==> config.mk <==
export PLATFORM = sky130hd
export DESIGN_NAME = spi_nand_frame_engine
export DESIGN_NICKNAME = d
export VERILOG_FILES = /design/src/rtl/spinand_frame_pkg.sv /design/src/rtl/snfe_tick.sv /design/src/rtl/snfe_lane_shift.sv /design/src/rtl/spi_nand_frame_engine.sv
export SDC_FILE = /design/constraint.sdc
export NUM_CORES = 1
export LEC_CHECK = 0
export BUFFER_PORTS_ARGS = -buffer_cell sky130_fd_sc_hd__clkbuf_2
export CAP_MARGIN = 10
export CORE_AREA = 8 8 207 150
export CTS_BUF_LIST = sky130_fd_sc_hd__clkbuf_4
export DETAILED_ROUTE_END_ITERATION = 6
export DIE_AREA = 0 0 215 158
export HOLD_SLACK_MARGIN = 0.12
export PLACE_DENSITY = 0.48
export SETUP_SLACK_MARGIN = 0.5
export SYNTH_ARGS = -nofsm -noshare
export SYNTH_HDL_FRONTEND = slang
export SYNTH_SLANG_ARGS = --single-unit
==> constraint.sdc <==
create_clock -name clk -period 5 [get_ports clk]
set_clock_uncertainty 0.1 [all_clocks]
set_input_delay 1 -clock clk [delete_from_list [all_inputs] [get_ports clk]]
set_output_delay 1 -clock clk [all_outputs]
set_load 0.02 [all_outputs]
==> src/rtl/spinand_frame_pkg.sv <==
`timescale 1ns/1ps
package spinand_frame_pkg;
    typedef enum logic [3:0] {
        ST_IDLE,
        ST_OPC,
        ST_ADR,
        ST_DMY,
        ST_DAT,
        ST_TAIL,
        ST_RISE,
        ST_ACK,
        ST_GAP
    } snfe_state_e;
endpackage

==> src/rtl/snfe_tick.sv <==
`timescale 1ns/1ps
// Half-period tick generator for the serial clock.
module snfe_tick #(
    parameter int DIV = 2
) (
    input  logic clk,
    input  logic rst_n,
    input  logic en,
    output logic tick
);
    localparam int CW = (DIV > 1) ? $clog2(DIV) : 1;

    logic [CW-1:0] cnt;

    assign tick = en && (cnt == CW'(DIV - 1));

    always_ff @(posedge clk or negedge rst_n) begin
        if (!rst_n) begin
            cnt <= '0;
        end else if (!en || tick) begin
            cnt <= '0;
        end else begin
            cnt <= cnt + 1'b1;
        end
    end
endmodule

==> src/rtl/snfe_lane_shift.sv <==
`timescale 1ns/1ps
// Data byte shifter: one bit per step (one lane) or one nibble per step (four lanes).
module snfe_lane_shift (
    input  logic       clk,
    input  logic       rst_n,
    input  logic       load,
    input  logic [7:0] load_val,
    input  logic       step,
    input  logic       quad,
    input  logic [3:0] fill,
    output logic [7:0] q,
    output logic [7:0] nxt
);
    assign nxt = quad ? {q[3:0], fill} : {q[6:0], fill[0]};

    always_ff @(posedge clk or negedge rst_n) begin
        if (!rst_n) begin
            q <= '0;
        end else if (load) begin
            q <= load_val;
        end else if (step) begin
            q <= nxt;
        end
    end
endmodule

==> src/rtl/spi_nand_frame_engine.sv <==
`timescale 1ns/1ps
module spi_nand_frame_engine
    import spinand_frame_pkg::*;
#(
    parameter int SCK_DIV  = 2,
    parameter int ADDR_MAX = 3,
    parameter int DUMMY_W  = 4,
    parameter int LEN_W    = 12
) (
    input  logic                          clk,
    input  logic                          rst_n,
    input  logic                          req_valid,
    output logic                          req_ready,
    input  logic [7:0]                    req_opcode,
    input  logic [8*ADDR_MAX-1:0]         req_addr,
    input  logic [$clog2(ADDR_MAX+1)-1:0] req_addr_bytes,
    input  logic [DUMMY_W-1:0]            req_dummy,
    input  logic                          req_read,
    input  logic [LEN_W-1:0]              req_len,
    input  logic                          req_quad,
    input  logic [7:0]                    wr_data,
    input  logic                          wr_valid,
    output logic                          wr_ready,
    output logic [7:0]                    rd_data,
    output logic                          rd_valid,
    input  logic                          rd_ready,
    output logic                          done,
    output logic                          spi_cs_n,
    output logic                          spi_sck,
    output logic [3:0]                    spi_io_o,
    output logic [3:0]                    spi_io_oe,
    input  logic [3:0]                    spi_io_i
);
    localparam int ADDR_W  = 8 * ADDR_MAX;
    localparam int AB_W    = $clog2(ADDR_MAX + 1);
    localparam int DMY_MAX = (1 << DUMMY_W) - 1;
    localparam int PH_MAX  = (ADDR_W > DMY_MAX) ? ADDR_W : DMY_MAX;
    localparam int CNT_W   = $clog2(PH_MAX + 1);

    snfe_state_e state, tgt;
    snfe_state_e after_opc, after_adr, after_dmy;

    logic              cs_q, sck_q;
    logic [ADDR_W-1:0] sh, lat_addr, addr_aligned;
    logic [CNT_W-1:0]  ph_cnt;
    logic [AB_W-1:0]   lat_ab;
    logic [DUMMY_W-1:0] lat_dm;
    logic              lat_rd, lat_quad, loaded;
    logic [LEN_W-1:0]  lat_len, bytes_left;
    logic [2:0]        beat, beat_last;
    logic [7:0]        rd_q, lane_q, lane_nxt;
    logic              rd_v_q;
    logic              tick, tick_en, stall, shifting, rise, fall, adv;
    logic              wr_fire, lane_step, rd_push;
    logic [3:0]        lane_fill;

    // ---------------- sub-blocks ----------------
    snfe_tick #(.DIV(SCK_DIV)) u_tick (
        .clk  (clk),
        .rst_n(rst_n),
        .en   (tick_en),
        .tick (tick)
    );

    snfe_lane_shift u_lane (
        .clk     (clk),
        .rst_n   (rst_n),
        .load    (wr_fire),
        .load_val(wr_data),
        .step    (lane_step),
        .quad    (lat_quad),
        .fill    (lane_fill),
        .q       (lane_q),
        .nxt     (lane_nxt)
    );

    // ---------------- phase decisions ----------------
    assign addr_aligned = lat_addr << (ADDR_W - 8 * int'(lat_ab));
    assign beat_last    = lat_quad ? 3'd1 : 3'd7;
    assign lane_fill    = lat_rd ? (lat_quad ? spi_io_i : {3'b000, spi_io_i[1]}) : 4'b0000;

    always_comb begin
        after_dmy = (lat_len != '0) ? ST_DAT : ST_TAIL;
        after_adr = (lat_dm != '0) ? ST_DMY : after_dmy;
        after_opc = (lat_ab != '0) ? ST_ADR : after_adr;

        shifting = (state == ST_OPC) || (state == ST_ADR) ||
                   (state == ST_DMY) || (state == ST_DAT);
        stall    = (state == ST_DAT) && !sck_q && (beat == 3'd0) &&
                   (lat_rd ? rd_v_q : !loaded);
        tick_en  = (shifting || (state == ST_TAIL) || (state == ST_GAP)) && !stall;
        rise     = tick && shifting && !sck_q;
        fall     = tick && shifting && sck_q;

        adv = 1'b0;
        tgt = state;
        if (fall) begin
            case (state)
                ST_OPC: if (ph_cnt == CNT_W'(1)) begin adv = 1'b1; tgt = after_opc; end
                ST_ADR: if (ph_cnt == CNT_W'(1)) begin adv = 1'b1; tgt = after_adr; end
                ST_DMY: if (ph_cnt == CNT_W'(1)) begin adv = 1'b1; tgt = after_dmy; end
                ST_DAT: if (beat == beat_last && bytes_left == LEN_W'(1)) begin
                            adv = 1'b1;
                            tgt = ST_TAIL;
                        end
                default: ;
            endcase
        end

        wr_fire   = wr_valid && wr_ready;
        lane_step = (state == ST_DAT) && ((rise && lat_rd) || (fall && !lat_rd));
        rd_push   = rise && (state == ST_DAT) && lat_rd && (beat == beat_last);
    end

    // ---------------- state register ----------------
    always_ff @(posedge clk or negedge rst_n) begin
        if (!rst_n) begin
            state      <= ST_IDLE;
            cs_q       <= 1'b1;
            sck_q      <= 1'b0;
            sh         <= '0;
            ph_cnt     <= '0;
            lat_addr   <= '0;
            lat_ab     <= '0;
            lat_dm     <= '0;
            lat_rd     <= 1'b0;
            lat_quad   <= 1'b0;
            lat_len    <= '0;
            bytes_left <= '0;
            beat       <= '0;
            loaded     <= 1'b0;
            rd_q       <= '0;
            rd_v_q     <= 1'b0;
        end else begin
            if (rd_push) begin
                rd_q   <= lane_nxt;
                rd_v_q <= 1'b1;
            end else if (rd_ready) begin
                rd_v_q <= 1'b0;
            end

            if (rise) sck_q <= 1'b1;
            if (fall) sck_q <= 1'b0;

            unique case (state)
                ST_IDLE: begin
                    if (req_valid) begin
                        lat_addr <= req_addr;
                        lat_ab   <= req_addr_bytes;
                        lat_dm   <= req_dummy;
                        lat_rd   <= req_read;
                        lat_quad <= req_quad;
                        lat_len  <= req_len;
                        sh       <= ADDR_W'(req_opcode) << (ADDR_W - 8);
                        ph_cnt   <= CNT_W'(8);
                        cs_q     <= 1'b0;
                        state    <= ST_OPC;
                    end
                end
                ST_OPC, ST_ADR, ST_DMY: begin
                    if (fall) begin
                        if (adv) begin
                            state <= tgt;
                            case (tgt)
                                ST_ADR: begin
                                    sh     <= addr_aligned;
                                    ph_cnt <= CNT_W'({lat_ab, 3'b000});
                                end
                                ST_DMY: ph_cnt <= CNT_W'(lat_dm);
                                ST_DAT: begin
                                    bytes_left <= lat_len;
                                    beat       <= '0;
                                    loaded     <= 1'b0;
                                end
                                default: ;
                            endcase
                        end else begin
                            sh     <= sh << 1;
                            ph_cnt <= ph_cnt - 1'b1;
                        end
                    end
                end
                ST_DAT: begin
                    if (wr_fire) loaded <= 1'b1;
                    if (fall) begin
                        if (beat == beat_last) begin
                            beat       <= '0;
                            loaded     <= 1'b0;
                            bytes_left <= bytes_left - 1'b1;
                        end else begin
                            beat <= beat + 1'b1;
                        end
                        if (adv) state <= ST_TAIL;
                    end
                end
                ST_TAIL: begin
                    if (tick) begin
                        cs_q  <= 1'b1;
                        state <= ST_RISE;
                    end
                end
                ST_RISE: state <= ST_ACK;
                ST_ACK: begin
                    state  <= ST_GAP;
                    ph_cnt <= CNT_W'(2);
                end
                ST_GAP: begin
                    if (tick) begin
                        if (ph_cnt == CNT_W'(1)) state <= ST_IDLE;
                        else ph_cnt <= ph_cnt - 1'b1;
                    end
                end
            endcase
        end
    end

    // ---------------- outputs ----------------
    always_comb begin
        req_ready = 1'b0;
        wr_ready  = 1'b0;
        done      = 1'b0;
        spi_io_o  = 4'b0000;
        spi_io_oe = 4'b0000;
        unique case (state)
            ST_IDLE: req_ready = 1'b1;
            ST_OPC, ST_ADR: begin
                spi_io_oe = 4'b0001;
                spi_io_o  = {3'b000, sh[ADDR_W-1]};
            end
            ST_DMY: spi_io_oe = 4'b0001;
            ST_DAT: begin
                wr_ready = !lat_rd && !loaded;
                if (!lat_rd) begin
                    if (lat_quad) begin
                        spi_io_oe = 4'b1111;
                        spi_io_o  = lane_q[7:4];
                    end else begin
                        spi_io_oe = 4'b0001;
                        spi_io_o  = {3'b000, lane_q[7]};
                    end
                end
            end
            ST_TAIL: spi_io_oe = 4'b0001;
            ST_RISE: ;
            ST_ACK:  done = 1'b1;
            ST_GAP:  ;
        endcase
        spi_cs_n = cs_q;
        spi_sck  = sck_q;
        rd_data  = rd_q;
        rd_valid = rd_v_q;
    end
endmodule

==> impl_metrics.toml <==
[status]
status = "finished, final reports clean"

[die]
num_io_pins = 91
dieArea_mm2 = 0.03397
core_area_mm2 = 0.02811
start_util_pct = 23.24
die_x_um = 215
fp-row-count = 52
die_h_um = 158

[synthesis]
ys_seq_area_share_pct = 43.31
synth_edf_count = 0
synth_cell_type_count = 81
synth.top_cells.by_area = "dfrtp_1 43%, mux2_2 10%, mux2_4 4.4%, o21ai_0 4.3%, a21oi_1 2.6%"
synth_area_per_cell_um2 = 10.47
ys.flop_type = "dfrtp_1"
synth_area_leader_cell = "dfrtp_1"
synth_top_area_share_pct = 42.91
synthesis.area_mm2 = 0.006531
syn_inst = 624
syn_nets = 699
synth_warnings = 0
async_flop_share_pct = 100.0
ys_seq_elements = 113

[grt]
grtUsageTotal_pct = 11.46
antenna_found_initial = 2
grt_pass1_vias = 5075
overflow = 0
grt_pass1_wl_um = 30590
grt_max_degree = 61

[place]
gpl.final_weighted_congestion = 0.8422
io_buffers = 90
dp_hpwl_um = 14360

[clock_network]
cts.path.max_buffers = 2
ctsHoldBuffers = 0
path_clk_slew_ps = 110
h-tree-depth = 4
cts_tree = "done"
cts_sinks = 113
clk_latency_ps = 540
post_cts_resized = 0
cts_buffers = 17
postCtsSetupBuffers = 0
ctsRootBufferMaster = "clkbuf_4"

[final_layout]
fillers = 3014
register_area_mm2 = 0.002829
drive_gt1_share_pct = 33.24
fin_nets = 775
syn_to_final_growth_pct = 16.19
multi_input_area_mm2 = 0.003436

[sta]
rsz0062_at_grt = "no"
hold_slack_ps = 418.2
min_period_ps = 3968
timing.fmax_mhz = 252.0
tns_ps = 0
max_slew_margin_pct = 29.32
maxSlewViolCount = 0
tightest_slew_ps = 1056
fin_crit_sh_pct = 79.36
setup_viol_count_final = 0
hold_violations = 0

[power_and_ir_drop]
p_int_mw = 1.235
p_sw_mw = 0.4198
power_frac_comb_pct = 3.1
ir_drop_mv = 0.1102
power.density_mw_per_mm2 = 218.0
swShare_pct = 25.37
clkPwrFrac_pct = 41.7
cellLeakagePower_nw = 3.351
pwr-share-seq_pct = 55.2

[worst_setup_path]
slowest_delay_ps = 680
cp.required_ps = 3900
critPathLaunchType = "flip-flop"
crit_type = "flip-flop to output port"
cp_num_buf_inv = 1
r2r_setup_slack_ps = 1260
path_cells = "nor2_2 -> nand2_2 -> nor2_1 -> and3_1 -> clkbuf_2"
worstPathArrival_ps = 2870
cpLargestDelayFamily = "simple AND/OR/NAND/NOR gates"
worstSetupEndpointType = "output port"
crit_path_top_delay_cell = "dfrtp_1"
cp_max_fo = 25

[routing]
remaining_drc_errors = 0
avgViaCountPerCell = 4.745
wl_per_cell_um = 17.76
initialDrtViolationCount = 482
ant_nets = 0
vias = 5182
drt-total-wl_um = 19400
first_pass_iters = 5

[worst_hold_path]
hp-class = "primary input to asynchronous set/reset pin"

[flow_run]
max_cap_violations = 0
==> power by group through the flow <==
stage	Combinational, mW	Clock, mW	Sequential, mW
3_5_place_dp	0.0544	0	0.931
5_1_grt	0.0593	0.768	0.914
3_3_place_gp	0.0552	0	0.931
4_1_cts	0.0547	0.728	0.914
2_1_floorplan	0.00146	0	0.931
6_report	0.0512	0.690	0.913
==> synth_stat cells (5+ instances only) <==
master and instances:
o31ai_1 5, inv_1 15, mux2i_1 15, clkbuf_1 18
nor3_1 19, ha_1 6, nand2_1 42, a211oi_1 5
nand3_1 6, buf_2 12, mux2_4 19, a22o_1 10
o21ai_0 56, a31oi_1 9, and3_1 9, dfrtp_1 112
mux2_2 58, a21oi_1 34, a22oi_1 21, nor4_1 6
nor2b_1 8, nand4_1 8, nor2_1 35
==> worst paths after layout <==
| kind | cells after the start | end | from |
|---|---|---|---|
| max | 5 | spi_io_o[2] | state[0]$_DFFE_PN0P_ |
| min reg2reg | 1 | sh[22]$_DFFE_PN0P_ | sh[22]$_DFFE_PN0P_ |
| max reg2reg | 7 | sh[22]$_DFFE_PN0P_ | state[0]$_DFFE_PN0P_ |
| min in group clk | 1 | sh[22]$_DFFE_PN0P_ | sh[22]$_DFFE_PN0P_ |
| min | 1 | rd_data[6]$_DFFE_PN0P_ | rst_n |
| max in group asynchronous | 2 | spi_cs_n$_DFFE_PN1P_ | rst_n |
==> cells in the final DEF, fill, tap and decap left out, drive strengths merged, types with 3 or more instances in the layout <==
cell type | Yosys | layout
dfrtp | 112 | 112
clkbuf | 18 | 107
mux2 | 77 | 77
o21ai | 61 | 61
nand2 | 44 | 44
nor2 | 36 | 36
a21oi | 36 | 36
nor3 | 23 | 23
a22oi | 22 | 22
inv | 15 | 17
mux2i | 15 | 15
a31oi | 11 | 11
a22o | 10 | 10
and3 | 9 | 9
clkinv | 0 | 9
nor2b | 8 | 8
nand4 | 8 | 8
buf | 22 | 8
nand3 | 8 | 8
nor4 | 7 | 7
o31ai | 7 | 7
ha | 6 | 6
a211oi | 6 | 6
nor4b | 6 | 6
and2 | 3 | 3
nor3b | 3 | 3
xnor2 | 3 | 3
a21o | 3 | 3
or2 | 3 | 3
==> metal layers <==
layer / share of wire, % / vias to the layer above / global-route usage (%)
met2: 38 / 118 / 14.70
li1: - / 2489 / -
met1: 56 / 2563 / 17.80
met5: 0.067 / - / 0
met4: 0.81 / 2 / 2.814
met3: 5.5 / 10 / 3.456
==> area by class of cell <==
class	instances	area share (%)
antenna	1	0.03298
clock inverter	14	1.830
timing repair buffer	97	6.826
sequential	113	37.28
inverter	15	0.7420
tap	378	6.232
multi-input combinational	456	45.28
clock buffer	18	1.781
==> state kept, by name, summed over array words and instances, names as in the netlist <==
register,count
ph_cnt,5
rd_data,8
lat_len,12
bytes_left,12
beat,3
u_lane.q,8
lat_quad,1
spi_sck,1
lat_dm,4
sh,24
rd_valid,1
spi_cs_n,1
lat_ab,2
u_tick.cnt,1
loaded,1
state,4
lat_rd,1
lat_addr,24
==> kinds of logic after synthesis <==
kind of cell / count (synthesis) / share of synthesized area [%]
simple gates: 172 / 15.02
xor+xnor: 4 / 0.5365
mux: 92 / 16.67
fa+ha+maj: 7 / 1.303
compound gates: 181 / 19.04
buf+inv: 55 / 4.119
flops: 113 / 43.31
==> stage by stage <==
stage               util [%]  cell area [µm²]  instances  total power, mW  worst slack, ps
floorplan                  -             6531        624           0.9329             2020
global placement       26.02             7312       1059           0.9864             1332
detailed placement     26.02             7312       1059           0.9856             1278
CTS                    26.99             7586       1091            1.696            972.0
global route           27.00             7589       1092            1.741            783.8
finish                 27.00             7589       1092            1.655             1032
No activity file was read; power rests on OpenSTA's default activity.
